==> config.mk <==
export PLATFORM = sky130hd
export DESIGN_NAME = uart_frame_tx
export DESIGN_NICKNAME = d
export VERILOG_FILES = /design/src/rtl/uart_tx_pkg.sv /design/src/rtl/uart_tx_fmt.sv /design/src/rtl/uart_tx_parity.sv /design/src/rtl/uart_tx_seq.sv /design/src/rtl/uart_frame_tx.sv
export SDC_FILE = /design/constraint.sdc
export NUM_CORES = 1
export LEC_CHECK = 0
export BUFFER_PORTS_ARGS = -buffer_cell sky130_fd_sc_hd__buf_2
export CELL_PAD_IN_SITES_DETAIL_PLACEMENT = 0
export CELL_PAD_IN_SITES_GLOBAL_PLACEMENT = 1
export CORE_AREA = 2 2 89 91
export CTS_CLUSTER_SIZE = 12
export DETAILED_ROUTE_END_ITERATION = 8
export DIE_AREA = 0 0 91 93
export PLACE_DENSITY_LB_ADDON = 0.1
export SLEW_MARGIN = 20
export SYNTH_ARGS = -nofsm -noshare
export SYNTH_HDL_FRONTEND = slang
export SYNTH_HIERARCHICAL = 1
export SYNTH_SLANG_ARGS = --single-unit
export TNS_END_PERCENT = 50
==> constraint.sdc <==
create_clock -name clk -period 3.1 [get_ports clk]
set_clock_uncertainty 0.05 [all_clocks]
set_input_delay 0.62 -clock clk [delete_from_list [all_inputs] [get_ports clk]]
set_output_delay 0.62 -clock clk [all_outputs]
set_load 0.02 [all_outputs]
==> src/rtl/uart_tx_pkg.sv <==
package uart_tx_pkg;

  typedef enum logic [2:0] {
    ST_IDLE  = 3'd0,
    ST_START = 3'd1,
    ST_DATA  = 3'd2,
    ST_PAR   = 3'd3,
    ST_STOP  = 3'd4
  } tx_state_e;

  typedef enum logic [1:0] {
    STOP_ONE  = 2'd0,
    STOP_HALF = 2'd1,
    STOP_TWO  = 2'd2
  } stop_kind_e;

  localparam int NB_W = 4;

  typedef struct packed {
    logic [NB_W-1:0] nbits;
    stop_kind_e      stop_kind;
    logic            par_en;
  } frame_fmt_t;

endpackage

==> src/rtl/uart_tx_fmt.sv <==
module uart_tx_fmt
  import uart_tx_pkg::*;
(
  input  logic [1:0] len_sel,
  input  logic       stop_sel,
  input  logic       par_en,
  output frame_fmt_t fmt
);
  localparam logic [NB_W-1:0] MIN_BITS = NB_W'(5);

  always_comb begin
    fmt.nbits  = MIN_BITS + NB_W'(len_sel);
    fmt.par_en = par_en;
    if (!stop_sel)
      fmt.stop_kind = STOP_ONE;
    else if (len_sel == 2'b00)
      fmt.stop_kind = STOP_HALF;
    else
      fmt.stop_kind = STOP_TWO;
  end
endmodule

==> src/rtl/uart_tx_parity.sv <==
module uart_tx_parity
  import uart_tx_pkg::*;
#(
  parameter int DATA_W = 8
) (
  input  logic [DATA_W-1:0] data,
  input  logic [NB_W-1:0]   nbits,
  input  logic              even_sel,
  input  logic              force_sel,
  output logic              par_bit
);
  logic [DATA_W-1:0] masked;
  logic              xor_all;

  for (genvar i = 0; i < DATA_W; i++) begin : g_mask
    assign masked[i] = data[i] & (NB_W'(i) < nbits);
  end

  assign xor_all = ^masked;

  always_comb begin
    if (force_sel)
      par_bit = ~even_sel;
    else if (even_sel)
      par_bit = xor_all;
    else
      par_bit = ~xor_all;
  end
endmodule

==> src/rtl/uart_tx_seq.sv <==
module uart_tx_seq
  import uart_tx_pkg::*;
#(
  parameter int DATA_W = 8,
  parameter int OS     = 16
) (
  input  logic              clk,
  input  logic              rst,
  input  logic              tick,
  input  logic              start,
  input  logic [DATA_W-1:0] data,
  input  frame_fmt_t        fmt,
  input  logic              par_bit,
  output logic              idle,
  output logic              line_bit
);
  localparam int TCW = $clog2(2 * OS);
  localparam int LW  = TCW + 1;
  localparam int IW  = (DATA_W > 1) ? $clog2(DATA_W) : 1;
  localparam logic [LW-1:0] LEN_BIT  = LW'(OS);
  localparam logic [LW-1:0] LEN_HALF = LW'(OS + OS / 2);
  localparam logic [LW-1:0] LEN_TWO  = LW'(2 * OS);

  tx_state_e         state;
  logic [TCW-1:0]    cnt;
  logic [IW-1:0]     idx;
  logic [DATA_W-1:0] shreg;
  frame_fmt_t        fmt_q;
  logic              par_q;
  logic [LW-1:0]     stop_len;
  logic [LW-1:0]     limit;
  logic              bit_end;
  logic              last_data;

  always_comb begin
    case (fmt_q.stop_kind)
      STOP_HALF: stop_len = LEN_HALF;
      STOP_TWO:  stop_len = LEN_TWO;
      default:   stop_len = LEN_BIT;
    endcase
    limit     = (state == ST_STOP) ? stop_len : LEN_BIT;
    bit_end   = tick && ({1'b0, cnt} == limit - LW'(1));
    last_data = ((NB_W'(idx) + NB_W'(1)) == fmt_q.nbits);
  end

  always_ff @(posedge clk) begin
    if (rst) begin
      state <= ST_IDLE;
      cnt   <= '0;
      idx   <= '0;
      shreg <= '0;
      fmt_q <= '{nbits: NB_W'(5), stop_kind: STOP_ONE, par_en: 1'b0};
      par_q <= 1'b0;
    end else if (state == ST_IDLE) begin
      if (start) begin
        state <= ST_START;
        cnt   <= '0;
        idx   <= '0;
        shreg <= data;
        fmt_q <= fmt;
        par_q <= par_bit;
      end
    end else if (tick) begin
      if (bit_end) begin
        cnt <= '0;
        case (state)
          ST_START: begin
            state <= ST_DATA;
            idx   <= '0;
          end
          ST_DATA: begin
            shreg <= shreg >> 1;
            if (last_data)
              state <= fmt_q.par_en ? ST_PAR : ST_STOP;
            else
              idx <= idx + IW'(1);
          end
          ST_PAR:  state <= ST_STOP;
          default: state <= ST_IDLE;
        endcase
      end else begin
        cnt <= cnt + TCW'(1);
      end
    end
  end

  always_comb begin
    case (state)
      ST_START: line_bit = 1'b0;
      ST_DATA:  line_bit = shreg[0];
      ST_PAR:   line_bit = par_q;
      default:  line_bit = 1'b1;
    endcase
  end

  assign idle = (state == ST_IDLE);

  // the data phase ends only after the latched number of bits
  a_r4_bit_count: assert property (@(posedge clk) disable iff (rst)
    ($past(state) == ST_DATA && state != ST_DATA)
      |-> ((NB_W'($past(idx)) + NB_W'(1)) == $past(fmt_q.nbits)));

  // the latched format cannot move while a frame runs
  a_r12_fmt_hold: assert property (@(posedge clk) disable iff (rst)
    (state != ST_IDLE && $past(state) != ST_IDLE) |-> $stable(fmt_q));

  // the stop counter stays inside the stop period
  a_r6_stop_cap: assert property (@(posedge clk) disable iff (rst)
    (state == ST_STOP) |-> ({1'b0, cnt} < stop_len));

  // with parity off, the data phase never leads to a parity bit
  a_r8_no_par: assert property (@(posedge clk) disable iff (rst)
    ($past(state) == ST_DATA && !fmt_q.par_en) |-> (state != ST_PAR));
endmodule

==> src/rtl/uart_frame_tx.sv <==
module uart_frame_tx
  import uart_tx_pkg::*;
#(
  parameter int DATA_W = 8,
  parameter int OS     = 16
) (
  input  logic              clk,
  input  logic              rst,
  input  logic              baud_tick,
  input  logic [DATA_W-1:0] in_data,
  input  logic              in_valid,
  output logic              in_ready,
  input  logic [1:0]        cfg_len,
  input  logic              cfg_stop_sel,
  input  logic              cfg_par_en,
  input  logic              cfg_par_even,
  input  logic              cfg_par_force,
  input  logic              cfg_break,
  output logic              tx_line,
  output logic              tx_busy
);
  frame_fmt_t fmt;
  logic       par_bit;
  logic       seq_idle;
  logic       seq_line;
  logic       accept;

  uart_tx_fmt u_fmt (
    .len_sel  (cfg_len),
    .stop_sel (cfg_stop_sel),
    .par_en   (cfg_par_en),
    .fmt      (fmt)
  );

  uart_tx_parity #(.DATA_W(DATA_W)) u_par (
    .data      (in_data),
    .nbits     (fmt.nbits),
    .even_sel  (cfg_par_even),
    .force_sel (cfg_par_force),
    .par_bit   (par_bit)
  );

  uart_tx_seq #(.DATA_W(DATA_W), .OS(OS)) u_seq (
    .clk      (clk),
    .rst      (rst),
    .tick     (baud_tick),
    .start    (accept),
    .data     (in_data),
    .fmt      (fmt),
    .par_bit  (par_bit),
    .idle     (seq_idle),
    .line_bit (seq_line)
  );

  assign in_ready = seq_idle;
  assign accept   = in_valid && seq_idle;

  always_ff @(posedge clk) begin
    if (rst) begin
      tx_line <= 1'b1;
      tx_busy <= 1'b0;
    end else begin
      tx_line <= cfg_break ? 1'b0 : seq_line;
      tx_busy <= !seq_idle;
    end
  end

  // break pulls the line low on the next clock
  a_r11_break_low: assert property (@(posedge clk) disable iff (rst)
    cfg_break |=> !tx_line);

  // an accepted byte closes the ready window
  a_r2_accept_closes: assert property (@(posedge clk) disable iff (rst)
    accept |=> !in_ready);

  // the line is high whenever no frame and no break drove it
  a_r3_idle_high: assert property (@(posedge clk) disable iff (rst)
    (!tx_busy && !$past(cfg_break)) |-> tx_line);

  // busy follows the sequencer one clock later
  a_r13_busy_track: assert property (@(posedge clk) disable iff (rst)
    $past(!in_ready) |-> tx_busy);
endmodule

==> summary.md <==
The flow ran to the end, and the final reports show no timing, DRC or antenna violations. By count the netlist is led by sky130_fd_sc_hd__dfxtp_1 (29), sky130_fd_sc_hd__nand2_1 (25), sky130_fd_sc_hd__a21oi_1 (18), sky130_fd_sc_hd__nor2_1 (12). The tools report the starting utilization of the core area as 0.243. The async set-reset flop share out of synthesis works out to 0. Clock-pin slew was measured on the worst setup and hold paths at 0.07 ns. In the post-synthesis netlist, the biggest area contributors are sky130_fd_sc_hd__dfxtp_1 (32%), sky130_fd_sc_hd__mux2i_1 (6.0%), sky130_fd_sc_hd__nand2_1 (5.1%). For the deepest level of the CTS H-tree, the log shows 2.

The worst hold path belongs to the class flop to flop. The routed length per placed instance is 14.1 um, and the total of hold buffers inserted after clock tree synthesis is 0. Along the worst path, the maximum fanout reaches 4.

Cell accounting for the most synthesized area: sky130_fd_sc_hd__dfxtp_1. The worst hold path terminates at u_seq/par_q. For the cell leakage power, the log shows 0.811 nW.

The tools report the total area of multi-input combinational cells as 1150 sq um. The overall routed net length came out at 4870 um. The tools report the buffer type at the clock tree root as sky130_fd_sc_hd__clkbuf_8. The critical path is of the flop to flop type. The total via count after detailed routing was 1654; the overflow left after global routing was 0. The count of buffers from port buffering was 21; the placer's final routability congestion estimate was 0.716. The floorplan has 32 rows. After detailed routing, the number of remaining DRC violations is 0. For the number of nets in the synthesized netlist, the log shows 245.

Startpoint type of the worst setup path: a flop. Number of buffers inserted during clock tree synthesis: 5. Setup repair after global routing left no endpoint under its margin. The launching point of the worst reg2reg path is u_seq/state[0].

After filler insertion, the fill cell instance count of the layout stands at 873. Area inside the core boundary: 7530 sq um. The total number of clock tree sinks is 29, and the die width is 91 um. Counting cells, the worst reg-to-reg path comes to 9.

The logs give 3510 um for the post-detailed-placement half-perimeter wirelength and 2 for the maximum buffer depth of the clock tree. The worst register-to-register path ends at u_seq/idx[0]. 22 I/O pins were placed. For this run, the number of Yosys warnings is 6. Dividing the detail-routed via count by the number of cells gives 4.78.

Number of global-route vias before repair: 1585. STA classifies the critical path endpoint as a flop. The average instance area after synthesis came out at 8.31 sq um. The power density relative to cell area was 718 nW/um^2.

The leading cell type by number of instances after synthesis is sky130_fd_sc_hd__dfxtp_1. Summing all placed instances gives a cell area of 2040 sq um. The logs give 268 for the final net count and 0 for the number of maximum-capacitance violations. TritonCTS built the clock tree. The detailed router finished its first iteration with 60 violations. Along the worst hold path, the cell count comes to 2. The flop-to-flop setup slack came out at 0.34 ns.

Once the clock tree was built, the resizer swapped 0 gates to a different size. In the synthesized netlist the dominant register cell turns out to be sky130_fd_sc_hd__dfxtp_1. From synthesis to final layout, the design area changed by 16.5%. The count of buffers added by post-CTS timing repair for setup was 0; the final hold violation count was 0. Sequential-to-total area share from yosys stat: 0.317. The mapped netlist covers 1830 sq um. The share of the synthesized area in the top cell type was 0.317; the measured slew at the worst slew-check pin was 0.535 ns. The logs give 0.643 for the headroom to the max-slew limit and 3.21 ns for the critical path data required time.

Once detail routing completed, the nets flagged for antenna violations numbered 0. The logs give 0 ns for the accumulated negative setup slack and 220 for the synthesized instance count. The die covers 8460 sq um. Share of cells above drive strength 1: 0.197.

The number of antenna violations at the first check in global routing is 0. In this run the most critical hold path is launched from u_seq/par_q. Highest clock rate: 0.362 GHz.

The utilization after layout was 0.283; the final count of negative-setup-slack endpoints was 0. The run gives 0.224 mV as the maximum ir drop on the vdd rail. For the critical path arrival, the log shows 2.88 ns.

The worst path in the final design needs a cycle of 2.76 ns, including I/O delays and setup. The number of flops mapped to enable cells by yosys came out at 0. The finished cells cover 2130 sq um. Flip-flop and latch area: 581 sq um.

Measured along the y axis, the die boundary spans 93 um. For the all-layer global routing usage, the log shows 0.120. Synthesis inferred 29 register bits. Final-report max-slew violation count: 0.

Entering global routing, the biggest net connects 27 pins. The first global-routing pass estimated 7970 um of wire. The final cycle utilization of the critical path was 0.891; the number of antenna repair diodes was 0.

The run gives 0.28 ns as the worst-skew pair later-pin latency. The number of distinct library cells after synthesis came out at 56. The detailed-routing iteration count for the pre-antenna-repair pass was 4.
-- state kept, by name (all words and copies together) (netlist names) --
name,flops
u_seq/state,3
u_seq/idx,3
u_seq/shreg,8
u_seq/cnt,5
tx_busy,1
tx_line,1
u_seq/par_q,1
u_seq/fmt_q,7
-- cell usage in the layout (no fill, tap or decap), types with 7 or more instances in the layout --
| cell type | instances |
|---|---|
| sky130_fd_sc_hd__dfxtp_1 | 29 |
| sky130_fd_sc_hd__nand2_1 | 25 |
| sky130_fd_sc_hd__buf_2 | 21 |
| sky130_fd_sc_hd__a21oi_1 | 18 |
| sky130_fd_sc_hd__nor2_1 | 12 |
| sky130_fd_sc_hd__mux2i_1 | 11 |
| sky130_fd_sc_hd__nor3_1 | 11 |
| sky130_fd_sc_hd__nand3_1 | 9 |
| sky130_fd_sc_hd__inv_1 | 8 |
| sky130_fd_sc_hd__a211oi_1 | 7 |
| sky130_fd_sc_hd__o21ai_0 | 7 |
-- layer usage --
metal / vias to the layer above / track usage / share of wire
met5: - / 0 / 0
met4: 0 / 0.0417 / 0.011
met3: 4 / 0.0322 / 0.035
met2: 28 / 0.206 / 0.48
met1: 776 / 0.144 / 0.47
li1: 846 / - / -
-- cell families (layout without fill, tap and decap cells) --
group,count (synthesis),after routing,share of synthesized area
adders and majority gates,6,6,0.0410
and+or+nand+nor,88,88,0.257
AOI/OAI and AO/OA,56,56,0.215
xor gates and xnor gates,9,9,0.0506
buffers and inverters,20,44,0.0527
DFF,29,29,0.317
muxes,12,12,0.0663
-- through the flow --
| step | setup WS, ns | std cells | total power, mW | hold slack (ns) |
|---|---|---|---|---|
| 2_1_floorplan | 0.345 | 220 | 1.06 | 0.386 |
| 3_5_place_dp | 0.310 | 338 | 1.23 | 0.405 |
| 6_report | 0.337 | 346 | 1.53 | 0.411 |
| 5_1_grt | 0.188 | 346 | 1.66 | 0.440 |
| 3_3_place_gp | 0.312 | 338 | 1.24 | 0.403 |
| 4_1_cts | 0.329 | 346 | 1.56 | 0.415 |
-- report_power, final --
group	switching, mW	internal, mW	leakage [nW]
Sequential	0.0664	0.481	0.237
Combinational	0.384	0.282	0.530
Clock	0.161	0.155	0.0439
Total	0.612	0.918	0.811
-- worst max-delay path: stages (launching register included) --
cell and delay, ns:
sky130_fd_sc_hd__dfxtp_1 0.31, sky130_fd_sc_hd__or3b_4 0.42, sky130_fd_sc_hd__nor2_1 0.10, sky130_fd_sc_hd__nand2_1 0.06, sky130_fd_sc_hd__ha_1 0.22, sky130_fd_sc_hd__or4b_1 0.48, sky130_fd_sc_hd__a21oi_2 0.22, sky130_fd_sc_hd__o21ai_2 0.10
sky130_fd_sc_hd__a211oi_2 0.34, sky130_fd_sc_hd__mux2_1 0.35
-- cell type report --
class | count | area share
clock buffers | 5 | 0.0323
clock inverters | 3 | 0.00822
inverters | 9 | 0.0159
multi-input cells | 171 | 0.541
flip-flops and latches | 29 | 0.272
well taps | 102 | 0.0599
repair buffers | 27 | 0.0705
-- how the worst max path moves through the flow --
stage,from,endpoint,slack (ns),cells past startpoint
after detailed placement,cfg_len[0],u_seq/par_q,0.31,11
final,u_seq/state[0],u_seq/idx[0],0.34,9
after CTS,u_seq/state[0],u_seq/idx[0],0.33,9
after global routing,u_seq/state[2],u_seq/idx[0],0.19,9
after global placement,cfg_len[0],u_seq/par_q,0.31,11
after floorplan,u_seq/state[2],u_seq/idx[2],0.35,11
Note: power is estimated with default switching activity, not from simulation.
